File: config.mk
export PLATFORM = sky130hd
export DESIGN_NAME = div_unit
export DESIGN_NICKNAME = d
export VERILOG_FILES = /design/src/rtl/div_pkg.sv /design/src/rtl/div_prep.sv /design/src/rtl/div_iter.sv /design/src/rtl/div_fixup.sv /design/src/rtl/div_unit.sv
export SDC_FILE = /design/constraint.sdc
export NUM_CORES = 1
export LEC_CHECK = 0
export BUFFER_PORTS_ARGS = -buffer_cell sky130_fd_sc_hd__clkbuf_2
export CORE_AREA = 4 4 169 212
export CTS_BUF_LIST = sky130_fd_sc_hd__clkbuf_8
export DETAILED_ROUTE_END_ITERATION = 8
export DIE_AREA = 0 0 173 216
export PLACE_DENSITY = 0.7
export SYNTH_ARGS = -nofsm -noshare
export SYNTH_HDL_FRONTEND = slang
export SYNTH_SLANG_ARGS = --single-unit
File: constraint.sdc
create_clock -name clk -period 4.65 [get_ports clk]
set_clock_uncertainty 0.2 [all_clocks]
set_input_delay 0.465 -clock clk [delete_from_list [all_inputs] [get_ports clk]]
set_output_delay 0.465 -clock clk [all_outputs]
set_load 0.005 [all_outputs]
File: src/rtl/div_pkg.sv
package div_pkg;

   typedef enum logic [1:0] {
      ST_IDLE = 2'd0,
      ST_RUN  = 2'd1,
      ST_FIN  = 2'd2
   } div_state_e;

   typedef struct packed {
      logic signed_op;
      logic floor_op;
      logic q_neg;
      logic r_neg;
      logic by_zero;
      logic ovf;
   } div_ctl_t;

endpackage

File: src/rtl/div_prep.sv
module div_prep
   import div_pkg::*;
#(
   parameter int WIDTH = 32
) (
   input  logic [WIDTH-1:0] dvd_in,
   input  logic [WIDTH-1:0] dvs_in,
   input  logic             signed_in,
   input  logic             floor_in,
   output logic [WIDTH-1:0] dvd_mag,
   output logic [WIDTH-1:0] dvs_mag,
   output div_ctl_t         ctl
);

   localparam logic [WIDTH-1:0] MIN_VAL = {1'b1, {(WIDTH-1){1'b0}}};

   logic a_neg;
   logic b_neg;

   always_comb begin
      a_neg       = signed_in & dvd_in[WIDTH-1];
      b_neg       = signed_in & dvs_in[WIDTH-1];
      dvd_mag     = a_neg ? (~dvd_in + 1'b1) : dvd_in;
      dvs_mag     = b_neg ? (~dvs_in + 1'b1) : dvs_in;
      ctl.signed_op = signed_in;
      ctl.floor_op  = floor_in;
      ctl.q_neg     = a_neg ^ b_neg;
      ctl.r_neg     = a_neg;
      ctl.by_zero   = (dvs_in == '0);
      ctl.ovf       = signed_in & (dvd_in == MIN_VAL) & (dvs_in == '1);
   end

endmodule

File: src/rtl/div_iter.sv
module div_iter #(
   parameter int WIDTH = 32
) (
   input  logic             clk,
   input  logic             rst_n,
   input  logic             load,
   input  logic             step,
   input  logic [WIDTH-1:0] dvd_mag,
   input  logic [WIDTH-1:0] dvs_mag,
   output logic [WIDTH-1:0] q_mag,
   output logic [WIDTH-1:0] r_mag
);

   localparam int SW = WIDTH + 1;
   localparam int DW = WIDTH + 2;

   logic [WIDTH-1:0] rem_q;
   logic [WIDTH-1:0] quo_q;
   logic [WIDTH-1:0] dvs_q;
   logic [SW-1:0]    shifted;
   logic [DW-1:0]    trial;
   logic             fits;
   logic [WIDTH-1:0] rem_nxt;
   logic [WIDTH-1:0] quo_nxt;

   always_comb begin
      shifted = {rem_q, quo_q[WIDTH-1]};
      trial   = {1'b0, shifted} - {2'b00, dvs_q};
      fits    = ~trial[DW-1];
      rem_nxt = fits ? trial[WIDTH-1:0] : shifted[WIDTH-1:0];
      quo_nxt = {quo_q[WIDTH-2:0], fits};
   end

   always_ff @(posedge clk or negedge rst_n) begin
      if (!rst_n) begin
         rem_q <= '0;
         quo_q <= '0;
         dvs_q <= '0;
      end else if (load) begin
         rem_q <= '0;
         quo_q <= dvd_mag;
         dvs_q <= dvs_mag;
      end else if (step) begin
         rem_q <= rem_nxt;
         quo_q <= quo_nxt;
      end
   end

   assign q_mag = quo_q;
   assign r_mag = rem_q;


   rem_bound_chk: assert property (@(posedge clk) disable iff (!rst_n)
      (dvs_q != '0) |-> (rem_q < dvs_q));

endmodule

File: src/rtl/div_fixup.sv
module div_fixup
   import div_pkg::*;
#(
   parameter int WIDTH    = 32,
   parameter bit FLOOR_EN = 1'b1
) (
   input  logic [WIDTH-1:0] q_mag,
   input  logic [WIDTH-1:0] r_mag,
   input  logic [WIDTH-1:0] dvd_raw,
   input  logic [WIDTH-1:0] dvs_raw,
   input  div_ctl_t         ctl,
   output logic [WIDTH-1:0] quo,
   output logic [WIDTH-1:0] rem
);

   localparam logic [WIDTH-1:0] MIN_VAL = {1'b1, {(WIDTH-1){1'b0}}};

   logic [WIDTH-1:0] q_s;
   logic [WIDTH-1:0] r_s;
   logic [WIDTH-1:0] q_f;
   logic [WIDTH-1:0] r_f;

   always_comb begin
      q_s = ctl.q_neg ? (~q_mag + 1'b1) : q_mag;
      r_s = ctl.r_neg ? (~r_mag + 1'b1) : r_mag;
   end

   generate
      if (FLOOR_EN) begin : g_floor
         logic adj;
         always_comb begin
            adj = ctl.signed_op & ctl.floor_op & ctl.q_neg & (r_mag != '0);
            q_f = adj ? (q_s - 1'b1) : q_s;
            r_f = adj ? (r_s + dvs_raw) : r_s;
         end
      end else begin : g_trunc
         always_comb begin
            q_f = q_s;
            r_f = r_s;
         end
      end
   endgenerate

   always_comb begin
      if (ctl.by_zero) begin
         quo = '1;
         rem = dvd_raw;
      end else if (ctl.ovf) begin
         quo = MIN_VAL;
         rem = '0;
      end else begin
         quo = q_f;
         rem = r_f;
      end
   end

endmodule

File: src/rtl/div_unit.sv
module div_unit
   import div_pkg::*;
#(
   parameter int WIDTH    = 32,
   parameter bit FLOOR_EN = 1'b1
) (
   input  logic             clk,
   input  logic             rst_n,
   input  logic             start_valid,
   output logic             start_ready,
   input  logic [WIDTH-1:0] dividend,
   input  logic [WIDTH-1:0] divisor,
   input  logic             signed_mode,
   input  logic             floor_mode,
   output logic             done,
   output logic [WIDTH-1:0] quotient,
   output logic [WIDTH-1:0] remainder,
   output logic             div_by_zero,
   output logic             overflow
);

   localparam int CNT_W = $clog2(WIDTH + 1);
   localparam logic [CNT_W-1:0] CNT_INIT = CNT_W'(WIDTH);
   localparam logic [CNT_W-1:0] CNT_LAST = CNT_W'(1);

   generate
      if (WIDTH < 2) begin : g_width_chk
         $error("div_unit: WIDTH must be at least 2");
      end
   endgenerate

   div_state_e       state;
   logic [CNT_W-1:0] cnt;
   div_ctl_t         ctl_q;
   logic [WIDTH-1:0] dvd_q;
   logic [WIDTH-1:0] dvs_q;

   logic             accept;
   logic [WIDTH-1:0] dvd_mag;
   logic [WIDTH-1:0] dvs_mag;
   div_ctl_t         ctl_d;
   logic [WIDTH-1:0] q_mag;
   logic [WIDTH-1:0] r_mag;
   logic [WIDTH-1:0] fx_q;
   logic [WIDTH-1:0] fx_r;

   assign start_ready = (state == ST_IDLE);
   assign accept      = start_valid & start_ready;

   div_prep #(.WIDTH(WIDTH)) u_prep (
      .dvd_in    (dividend),
      .dvs_in    (divisor),
      .signed_in (signed_mode),
      .floor_in  (floor_mode),
      .dvd_mag   (dvd_mag),
      .dvs_mag   (dvs_mag),
      .ctl       (ctl_d)
   );

   div_iter #(.WIDTH(WIDTH)) u_iter (
      .clk     (clk),
      .rst_n   (rst_n),
      .load    (accept),
      .step    (state == ST_RUN),
      .dvd_mag (dvd_mag),
      .dvs_mag (dvs_mag),
      .q_mag   (q_mag),
      .r_mag   (r_mag)
   );

   div_fixup #(.WIDTH(WIDTH), .FLOOR_EN(FLOOR_EN)) u_fix (
      .q_mag   (q_mag),
      .r_mag   (r_mag),
      .dvd_raw (dvd_q),
      .dvs_raw (dvs_q),
      .ctl     (ctl_q),
      .quo     (fx_q),
      .rem     (fx_r)
   );

   always_ff @(posedge clk or negedge rst_n) begin
      if (!rst_n) begin
         state       <= ST_IDLE;
         cnt         <= '0;
         ctl_q       <= '0;
         dvd_q       <= '0;
         dvs_q       <= '0;
         done        <= 1'b0;
         quotient    <= '0;
         remainder   <= '0;
         div_by_zero <= 1'b0;
         overflow    <= 1'b0;
      end else begin
         done <= 1'b0;
         unique case (state)
            ST_IDLE: begin
               if (accept) begin
                  ctl_q <= ctl_d;
                  dvd_q <= dividend;
                  dvs_q <= divisor;
                  cnt   <= CNT_INIT;
                  state <= ST_RUN;
               end
            end
            ST_RUN: begin
               cnt <= cnt - 1'b1;
               if (cnt == CNT_LAST) state <= ST_FIN;
            end
            ST_FIN: begin
               quotient    <= fx_q;
               remainder   <= fx_r;
               div_by_zero <= ctl_q.by_zero;
               overflow    <= ctl_q.ovf;
               done        <= 1'b1;
               state       <= ST_IDLE;
            end
            default: state <= ST_IDLE;
         endcase
      end
   end


   accept_chk: assert property (@(posedge clk) disable iff (!rst_n)
      (start_valid && start_ready) |=> !start_ready);


   done_pulse_chk: assert property (@(posedge clk) disable iff (!rst_n)
      done |=> !done);


   latency_chk: assert property (@(posedge clk) disable iff (!rst_n)
      (state == ST_RUN && cnt == CNT_LAST) |-> ##2 done);


   dz_chk: assert property (@(posedge clk) disable iff (!rst_n)
      (done && div_by_zero) |-> (quotient == '1 && !overflow));


   ovf_chk: assert property (@(posedge clk) disable iff (!rst_n)
      (done && overflow) |-> (remainder == '0));


   hold_chk: assert property (@(posedge clk) disable iff (!rst_n)
      !done |-> ($stable(quotient) && $stable(remainder) &&
                 $stable(div_by_zero) && $stable(overflow)));

endmodule

# --- After elaboration in Yosys (flattened, before gate mapping) ---
# Cells that the tools add are included.
word_totals:
  elab_cells: 76
  input_bits: 69
  regBits: 241
classes:
  n_bitwise: 14
  reduce_logical: 8
  muxes: 21
  addsub: 8
  n_eq_ne: 7
op_table:
  columns: ["op", "count"]
  rows:
  - ["$mux 32", 15]
  - ["$add 32x1->32 const B", 4]
  - ["$not 32->32", 4]
  - ["$eq 32x32->1 const B", 2]
  - ["$sub 33x32->34", 1]
  - ["$add 32x32->32", 1]
  - ["$logic_not 32->1", 1]
  - ["$reduce_bool 32->1", 1]
  - ["$sub 32x1->32 const B", 1]
  - ["$pmux 6 s2", 1]
  - ["$and 1x1->1", 8]
  - ["$eq 6x1->1 const B", 1]
  - ["$mux 6", 1]
  - ["$reduce_and 2->1", 3]
  - ["$sub 6x1->6 const B", 1]
  - ["$mux 2", 2]
  - ["$pmux 2 s2", 1]
  - ["$reduce_bool 2->1", 2]
  - ["$eq 2x1->1 const B", 1]
  - ["$eq 2x2->1 const B", 1]
  - ["$logic_not 2->1", 1]
  - ["$ne 2x1->1 const B", 1]
  - ["$ne 2x2->1 const B", 1]
  - ["$mux 1", 1]
  - ["other kinds (2)", 2]

# --- Depth between registers and ports, before layout ---
# Gate-level depths: netlist of run 1.
depth:
  word_depth: 7
  depth_mapped: 19

# --- Cells and area by module ---
# Synthesis of run 1 repeated with hierarchy kept, for this count alone.
hier_totals:
  cells_unflattened: 2174
  area_unflattened_um2: 18336.3
by_module_without_submodules:
  columns: ["module", "area_each_um2", "cells_each", "instances", "seq_area_each_um2"]
  rows:
  - ["div_iter", 6206.0, 710, 1, 2402.3]
  - ["div_unit", 5521.5, 474, 1, 3628.5]
  - ["div_fixup", 5007.3, 745, 1, 0.0]
  - ["div_prep", 1601.5, 245, 1, 0.0]

# --- Worst setup path after synthesis of run 1 ---
# Ideal clock, no wire load.
synth_path:
  kind: "register -> register"
  startpoint: "reg u_iter.rem_q[0] (netlist: u_iter.r_mag[0])"
  endpoint: "reg remainder[25]"
  stages_incl_launch_ff: 19
  synth_period_minus_slack_ns: 4.768
  setup_slack_ns: -0.118
  n_path_buf: 0
  arrival_time_ns: 4.442
  cell_sequence: "dfrtp_1 inv_1 ha_1 or3b_2 nor3_1 nand3_1 or4_1 o21ai_0 xnor2_1 ha_1 or2_2 o41ai_1 o21ai_0 a21oi_1 o21bai_1 a31o_2 xnor2_1 a21oi_1 a221o_1"
synth_via:
  elab_chain_cells: 7
synth_lines:
  columns: ["element", "line_no", "text"]
  rows:
  - ["from (decl)", "div_iter.sv:17", "logic [WIDTH-1:0] rem_q;"]
  - ["from (signal assigned)", "div_iter.sv:44", "rem_q <= rem_nxt;"]
  - ["$not 32->32", "div_fixup.sv:25", "r_s = ctl.r_neg ? (~r_mag + 1'b1) : r_mag;"]
  - ["$add 32x1->32", "div_fixup.sv:25", null]
  - ["$mux 32", "div_fixup.sv:25", null]
  - ["$add 32x32->32", "div_fixup.sv:34", "r_f = adj ? (r_s + dvs_raw) : r_s;"]
  - ["$mux 32 (*)", "div_fixup.sv:34", null]
  - ["$mux 32 (*)", "div_fixup.sv:48", "end else if (ctl.ovf) begin"]
  - ["$mux 32 (*)", "div_fixup.sv:45", "if (ctl.by_zero) begin"]
  - ["to (signal assigned)", "div_unit.sv:111", "remainder <= fx_r;"]
  - ["to (decl)", "div_unit.sv:17", "output logic [WIDTH-1:0] remainder,"]
# Every way passes the cells marked *; elsewhere a longest branch is shown, timed or not.
# A chain may end at the register's enable or synchronous reset.

# --- Worst setup path after layout of run 1 ---
layout_path:
  startpoint: "reg u_iter.rem_q[0] (netlist: u_iter.r_mag[0])"
  endpoint: "reg remainder[29]"
# The elaborated chain is that of the path after synthesis.

==> results of run 1 <==
## layer usage
layer / global-route usage [%] / share of wire, % / wire [µm] / vias to the layer above
met4: 9.26 / 3.6 / 1810 / 0
met5: 0 / 0 / 0 / -
met1: 33.7 / 42 / 21400 / 7427
met2: 48.0 / 50 / 25300 / 446
met3: 3.43 / 4.4 / 2220 / 116
li1: - / - / - / 7627
## power breakdown
part           internal [mW]  switching [mW]
combinational           4.54            5.61
clock                   1.07           0.918
sequential              3.08            1.07
## flip-flops by register name, indices dropped and copies added, names as in the netlist, 6 cells and up
name,cells
remainder,32
quotient,32
dvs_q,32
ctl_q,6
u_iter.q_mag,32
u_iter.r_mag,32
u_iter.dvs_q,31
dvd_q,32
cnt,6
## cell families after synthesis
kind of cell    synth area share, %
compound gates                 20.4
xor+xnor                       10.3
fa+ha+maj                      5.94
buf+inv                        4.13
flops                          36.0
mux                            1.81
simple gates                   21.4
## cell usage in the layout (no fill, tap or decap), drive strengths merged, types with 10 or more instances in the layout
cell	Yosys	final
clkbuf	99	187
nand2b	19	19
dlygate4sd3	0	55
or3	16	16
inv	69	83
o22ai	22	22
o41ai	15	15
xnor2	112	112
mux2i	29	29
nand3	43	43
a31oi	46	46
a21oi	131	131
or4	17	17
o31ai	31	31
dfrtp	240	240
nor4	13	13
ha	76	76
nor3	39	39
nand2	387	387
nor2	168	168
nor2b	13	13
xor2	85	85
a221o	25	25
o21ai	166	166
a21o	22	22
a211oi	10	10
nand4	17	17
and2	15	15
and3	14	14
buf	11	75
## stage by stage
step                      setup TNS [ps]  utilization [%]  setup WS, ps  instance area [µm²]  std cells
final                                  0             58.4           171                19600       2705
after global routing               -44.9             58.4         -21.5                19600       2705
after CTS                              0             58.0          58.2                19500       2702
after detailed placement            -270             53.7          -137                18100       2570
after global placement             -96.2             53.7         -33.7                18100       2570
after floorplan                        0                -          20.2                16700       2051
## path summary, 6_finish.rpt
check / start / end / slack, ps / depth (start not counted)
max: u_iter.r_mag[0] / remainder[29] / 170 / 20
min: divisor[25] / dvs_q[25] / 30 / 3
max reg2reg: u_iter.r_mag[0] / remainder[29] / 170 / 20
min reg2reg: ctl_q[5] / ctl_q[5] / 270 / 2
max in group asynchronous: rst_n / u_iter.dvs_q[22] / 2890 / 3
min in group asynchronous: rst_n / quotient[9] / 300 / 2
## critical path, stage by stage, from the launching register on
cell,delay [ps]
dfrtp_1,390
inv_2,70
ha_1,140
or3b_4,400
nor3_4,180
nand3_2,130
or4_4,530
buf_6,150
o31ai_4,240
xnor2_2,100
ha_1,340
and3_4,180
a211o_1,240
a21o_1,180
a21oi_2,140
o21ai_2,80
a21oi_2,170
o31ai_1,90
a21oi_1,160
xor2_1,150
o21ai_1,70
## final cells by class
cell class	instances	area share [%]
Sequential cell	240	30.6
Clock inverter	23	0.664
Antenna cell	1	0.0128
Multi-Input combinational cell	1632	51.7
Clock buffer	52	3.65
Timing Repair Buffer	265	9.31
Tap cell	423	2.70
Inverter	69	1.32
## repair_timing
item / in CTS / in global routing
pin swaps: 4 / 14
hold endpoints to repair: 157 / 0
setup buffers: 2 / 2
resized for setup: 7 / 23
endpoints found under the setup margin: 4 / 10
hold buffers: 55 / 0
==> results.md, run 1 <==
* Cell area after synthesis at 0.0167 mm²
* Drt first pass iters at 7
* Nets at 2398
* Total number of vias at 15.6k
* Static leakage power at 8.96 nW
* H-Tree Level Count at 2
* Top post-synthesis cells by count: 387 x nand2_1, 240 x dfrtp_1, 167 x nor2_1
* Post-DP HPWL at 37900 µm
* Min-delay worst type: primary input to flop
* IO Count at 137
* Fraction of layout cells with a size suffix above 1 at 14.6%
* Top-count cell post-synth: nand2_1
* Maximum clock rate at 0.223 GHz
* Layout area overhead at 17.5%
* Critical path required time at 4910 ps
* Synth cell types at 79
* Wirelength per Cell at 18.7 µm
* Outcome: completed
* Pin count of the biggest net entering global routing at 105
* Vias in the first global route at 15.2k
* Syn Area/Cell at 8.13 µm²
* Post-Syn Nets at 2198
* FF+latch count, synth at 240
* Register area at 0.00601 mm²
* Peak supply drop at 0.000399 V
* Vias per cell at 5.77
* Maxcap violations at 0
* Critical Path Start Type: flop
* Filler cells at 3094
* Final Critical Period at 4480 ps
* Tightest Pin Transition at 1400 ps
* Worst slew margin at 6.98%
* Synth area leaders: dfrtp_1 36%, nand2_1 8.7%, xnor2_1 5.9%
* CP Capture Type: flop
* Top-area cell type share of the netlist area at 36.0%
* Initial antenna violation count at 1
* Predominant post-synthesis flop cell: dfrtp_1
* Global-route wire length before repair at 82100 µm
* Area leader, netlist: dfrtp_1
* Num CTS Buffers at 43
* Starting Density at 49.6%
* CTS tree: built
* CP Class: flop to flop
* IO buf count at 136
* Row count at 75
* Hold_ws at 34.4 ps
* Core area at 0.0336 mm²
* Synth warnings at 0
* Post-route DRC at 0
* CTS root buf: clkbuf_8
* EDFF count, synth at 0
* GP Congestion at 0.914
* Clock transition at path regs at 60 ps
* Pwr per Cell Area at 831 mW/mm²
* Max-slew violation count at 0
* Die area at 0.0374 mm²
* Final Hold Fails at 0
* Fin crit share at 96.3%
* Die height at 216 µm
* CTS Buffer Depth at 3
* Die width at 173 µm
* Final WL at 50700 µm
* Multi-input logic area at 0.0101 mm²
* Arrival time worst endpoint at 4740 ps
* Total GRT Usage at 26.9%
* Syn Inst Count at 2051
* Worst-path fanout max at 3
* Design Power at 16.3 mW
* Sequential element share of the synthesized area at 36.0%
* Synth async-reset ratio at 100%
* Unrepaired setup endpoints after global routing: true
* DR iter-0 viols at 1097
* Clk sinks at 240
* Post-DRT Antenna Nets at 0
* Final Setup Violations at 0
* Gr ovfl total at 0
* Clk_lat worst skew at 590 ps
Power figures use the tool's default switching activity.
==> run 2: changes to the inputs <==
CORE_AREA = 3 3 168 211   (was 4 4 169 212)
DIE_AREA = 0 0 171 214   (was 0 0 173 216)
REMOVE_ABC_BUFFERS = 1   (was default)
==> results.md, run 2 (synthesized netlist as in run 1, its figures left out) <==
* Outcome: completed
* Clock power share at 11.7% (-0.5 points)
* CP Capture Type: flop
* Gr ovfl total at 0 (unchanged)
* Placed cells at 2577 (+0.27%)
* Layout area overhead at 18.2%
* Peak supply drop at 0.000386 V (-3.4%)
* DR iter-0 viols at 1168 (+6.5%)
* Pin count of the biggest net entering global routing at 131 (+25%)
* Final instance area at 0.0197 mm² (+0.53%)
* Design Power at 16.2 mW (-0.37%)
* Worst Path Buf+Inv at 3 (+1)
* Reg-to-Reg Start: u_iter.r_mag[0]
* Worst slew margin at 30.4% (+23 points)
* Initial antenna violation count at 1 (unchanged)
* Register share of total power at 25.1% (-0.4 points)
* Combinational Power Share at 63.2% (+0.9 points)
* Maximum clock rate at 0.223 GHz (-0.28%)
* Die area at 0.0366 mm² (-2.1%)
* Vias in the first global route at 15.4k (+1.0%)
* Pwr per Cell Area at 824 mW/mm² (-0.89%)
* Nets at 2407 (+0.38%)
* Static leakage power at 9.02 nW (+0.73%)
* Min-Delay Startpoint: divisor[13]
* CTS Buffer Depth at 3 (unchanged)
* Row count at 75 (unchanged)
* Net Sw Frac at 46.3% (-0.33 points)
* Unrepaired setup endpoints after global routing: true
* Final Hold Fails at 0 (unchanged)
* Total GRT Usage at 27.0% (+0.075 points)
* Core area at 0.0336 mm² (unchanged)
* CTS tree: built
* Critical Path Start Type: flop
* Highest-count cells in the layout ignoring fill and taps: 385 x nand2_1, 240 x dfrtp_1, 165 x nor2_1
* Final Critical Period at 4490 ps (+12.7 ps)
* Net switching power at 7.52 mW (-1.1%)
* Most frequent CP cell: a21oi_2
* H-Tree Level Count at 2 (unchanged)
* Die height at 214 µm (-0.93%)
* Drt first pass iters at 5 (-2)
* Most common cell after layout, fill and taps aside: nand2_1
* Vias per cell at 5.77 (about the same)
* Die width at 171 µm (-1.2%)
* Starting Density at 49.6% (unchanged)
* P_int at 8.71 mW (+0.25%)
* Filler cells at 3033 (-2.0%)
* Max-slew violation count at 0 (unchanged)
* Slowest CP cell: or4_4
* Fin cells at 2715 (+0.37%)
* Final WL at 49900 µm (-1.6%)
* Clock transition at path regs at 60 ps (about the same)
* Total number of vias at 15.7k (+0.39%)
* Clk sinks at 240 (unchanged)
* Crit-path max cell delay at 530 ps (about the same)
* Placed cell areas at 0.0181 mm² (+0.33%)
* Worst-path fanout max at 3 (unchanged)
* Setup crit start: u_iter.r_mag[0]
* Post-route DRC at 0 (unchanged)
* Num CTS Buffers at 43 (unchanged)
* Final Setup Violations at 0 (unchanged)
* Tightest Pin Transition at 1030 ps (-361 ps)
* CTS root buf: clkbuf_8
* IO Count at 137 (unchanged)
* GP Congestion at 0.984 (+7.7%)
* Clk_lat worst skew at 590 ps (about the same)
* Global-route wire length before repair at 80500 µm (-1.9%)
* Arrival time worst endpoint at 4750 ps (about the same)
* Delay-heaviest family, CP: compound AO/OA/AOI/OAI gates
* Critical path required time at 4910 ps (about the same)
* CP Class: flop to flop
* Maxcap violations at 0 (unchanged)
* Min-delay worst type: primary input to flop
* Post-DP HPWL at 36700 µm (-3.3%)
* IO buf count at 136 (unchanged)
* Worst path cell trace: inv_2 -> ha_4 -> or3b_4 -> nor3_2 -> buf_4 -> nand3_4 -> or4_4 -> buf_6 -> o31ai_4 -> xnor2_2 -> ha_1 -> and3_4 -> a211o_1 -> a21o_1 -> a21oi_2 -> o21ai_2 -> a21oi_2 -> o31ai_1 -> a21oi_1 -> xor2_1 -> o21ai_1
* Post-DRT Antenna Nets at 0 (unchanged)
* Wirelength per Cell at 18.4 µm (-1.9%)
* Fraction of layout cells with a size suffix above 1 at 14.9% (+0.29 points)
* Fin crit share at 96.6% (+0.27 points)
run 2: metrics by stage:
stage | util [%] | setup WS (ps) | setup TNS (ps) | hold WS (ps)
final | 58.7 | 158 | 0 | 41.7
after global routing | 58.7 | -76.9 | -158 | 20.9
after CTS | 58.2 | 17.8 | 0 | 7.53
after detailed placement | 53.9 | -278 | -693 | 256
after global placement | 53.9 | -184 | -395 | 251
after floorplan | - | -1090 | -29420 | -30.6
run 2: power by group through the flow:
stage               sequential, mW  combinational [mW]  clock (mW)
global placement              4.04                9.66           0
floorplan                     3.86                7.09           0
global route                  4.20                11.4        2.05
CTS                           4.04                9.99        1.95
detailed placement            4.06                9.85           0
finish                        4.07                10.2        1.91
run 2: metal layers:
metal | wire, µm | vias up | GRT usage, %
li1 | - | 7665 | -
met1 | 19800 | 7431 | 32.4
met2 | 25800 | 458 | 48.4
met3 | 2420 | 123 | 3.62
met4 | 1860 | 0 | 10.7
met5 | 0 | - | 0
run 2: worst paths after layout:
kind | endpoint | slack [ps] | cells past startpoint
min reg2reg | dvd_q[13] | 270 | 2
max in group asynchronous | quotient[2] | 2850 | 3
max | remainder[29] | 160 | 21
min in group asynchronous | dvd_q[25] | 390 | 2
min | dvs_q[13] | 40 | 3
max reg2reg | remainder[29] | 160 | 21
run 2: worst min-delay path, cell delays in order:
cell and delay (ps):
clkbuf_2 170, nand2_1 90, nand2_1 40
run 2: final cells by class:
type | instances | area (µm²) | area share, %
Multi-Input combinational cell | 1632 | 10200 | 51.7
Antenna cell | 1 | 2.50 | 0.0127
Clock inverter | 25 | 109 | 0.552
Timing Repair Buffer | 274 | 1910 | 9.70
Clock buffer | 51 | 702 | 3.56
Tap cell | 423 | 529 | 2.69
Inverter | 69 | 259 | 1.31
Sequential cell | 240 | 6010 | 30.5
run 2: what timing repair did:
item	CTS	global route
hold buffers	57	0
gates resized for setup	10	30
setup buffers	1	3
endpoints found under the hold margin	189	0
pin swaps	4	22
endpoints found under the setup margin	4	7
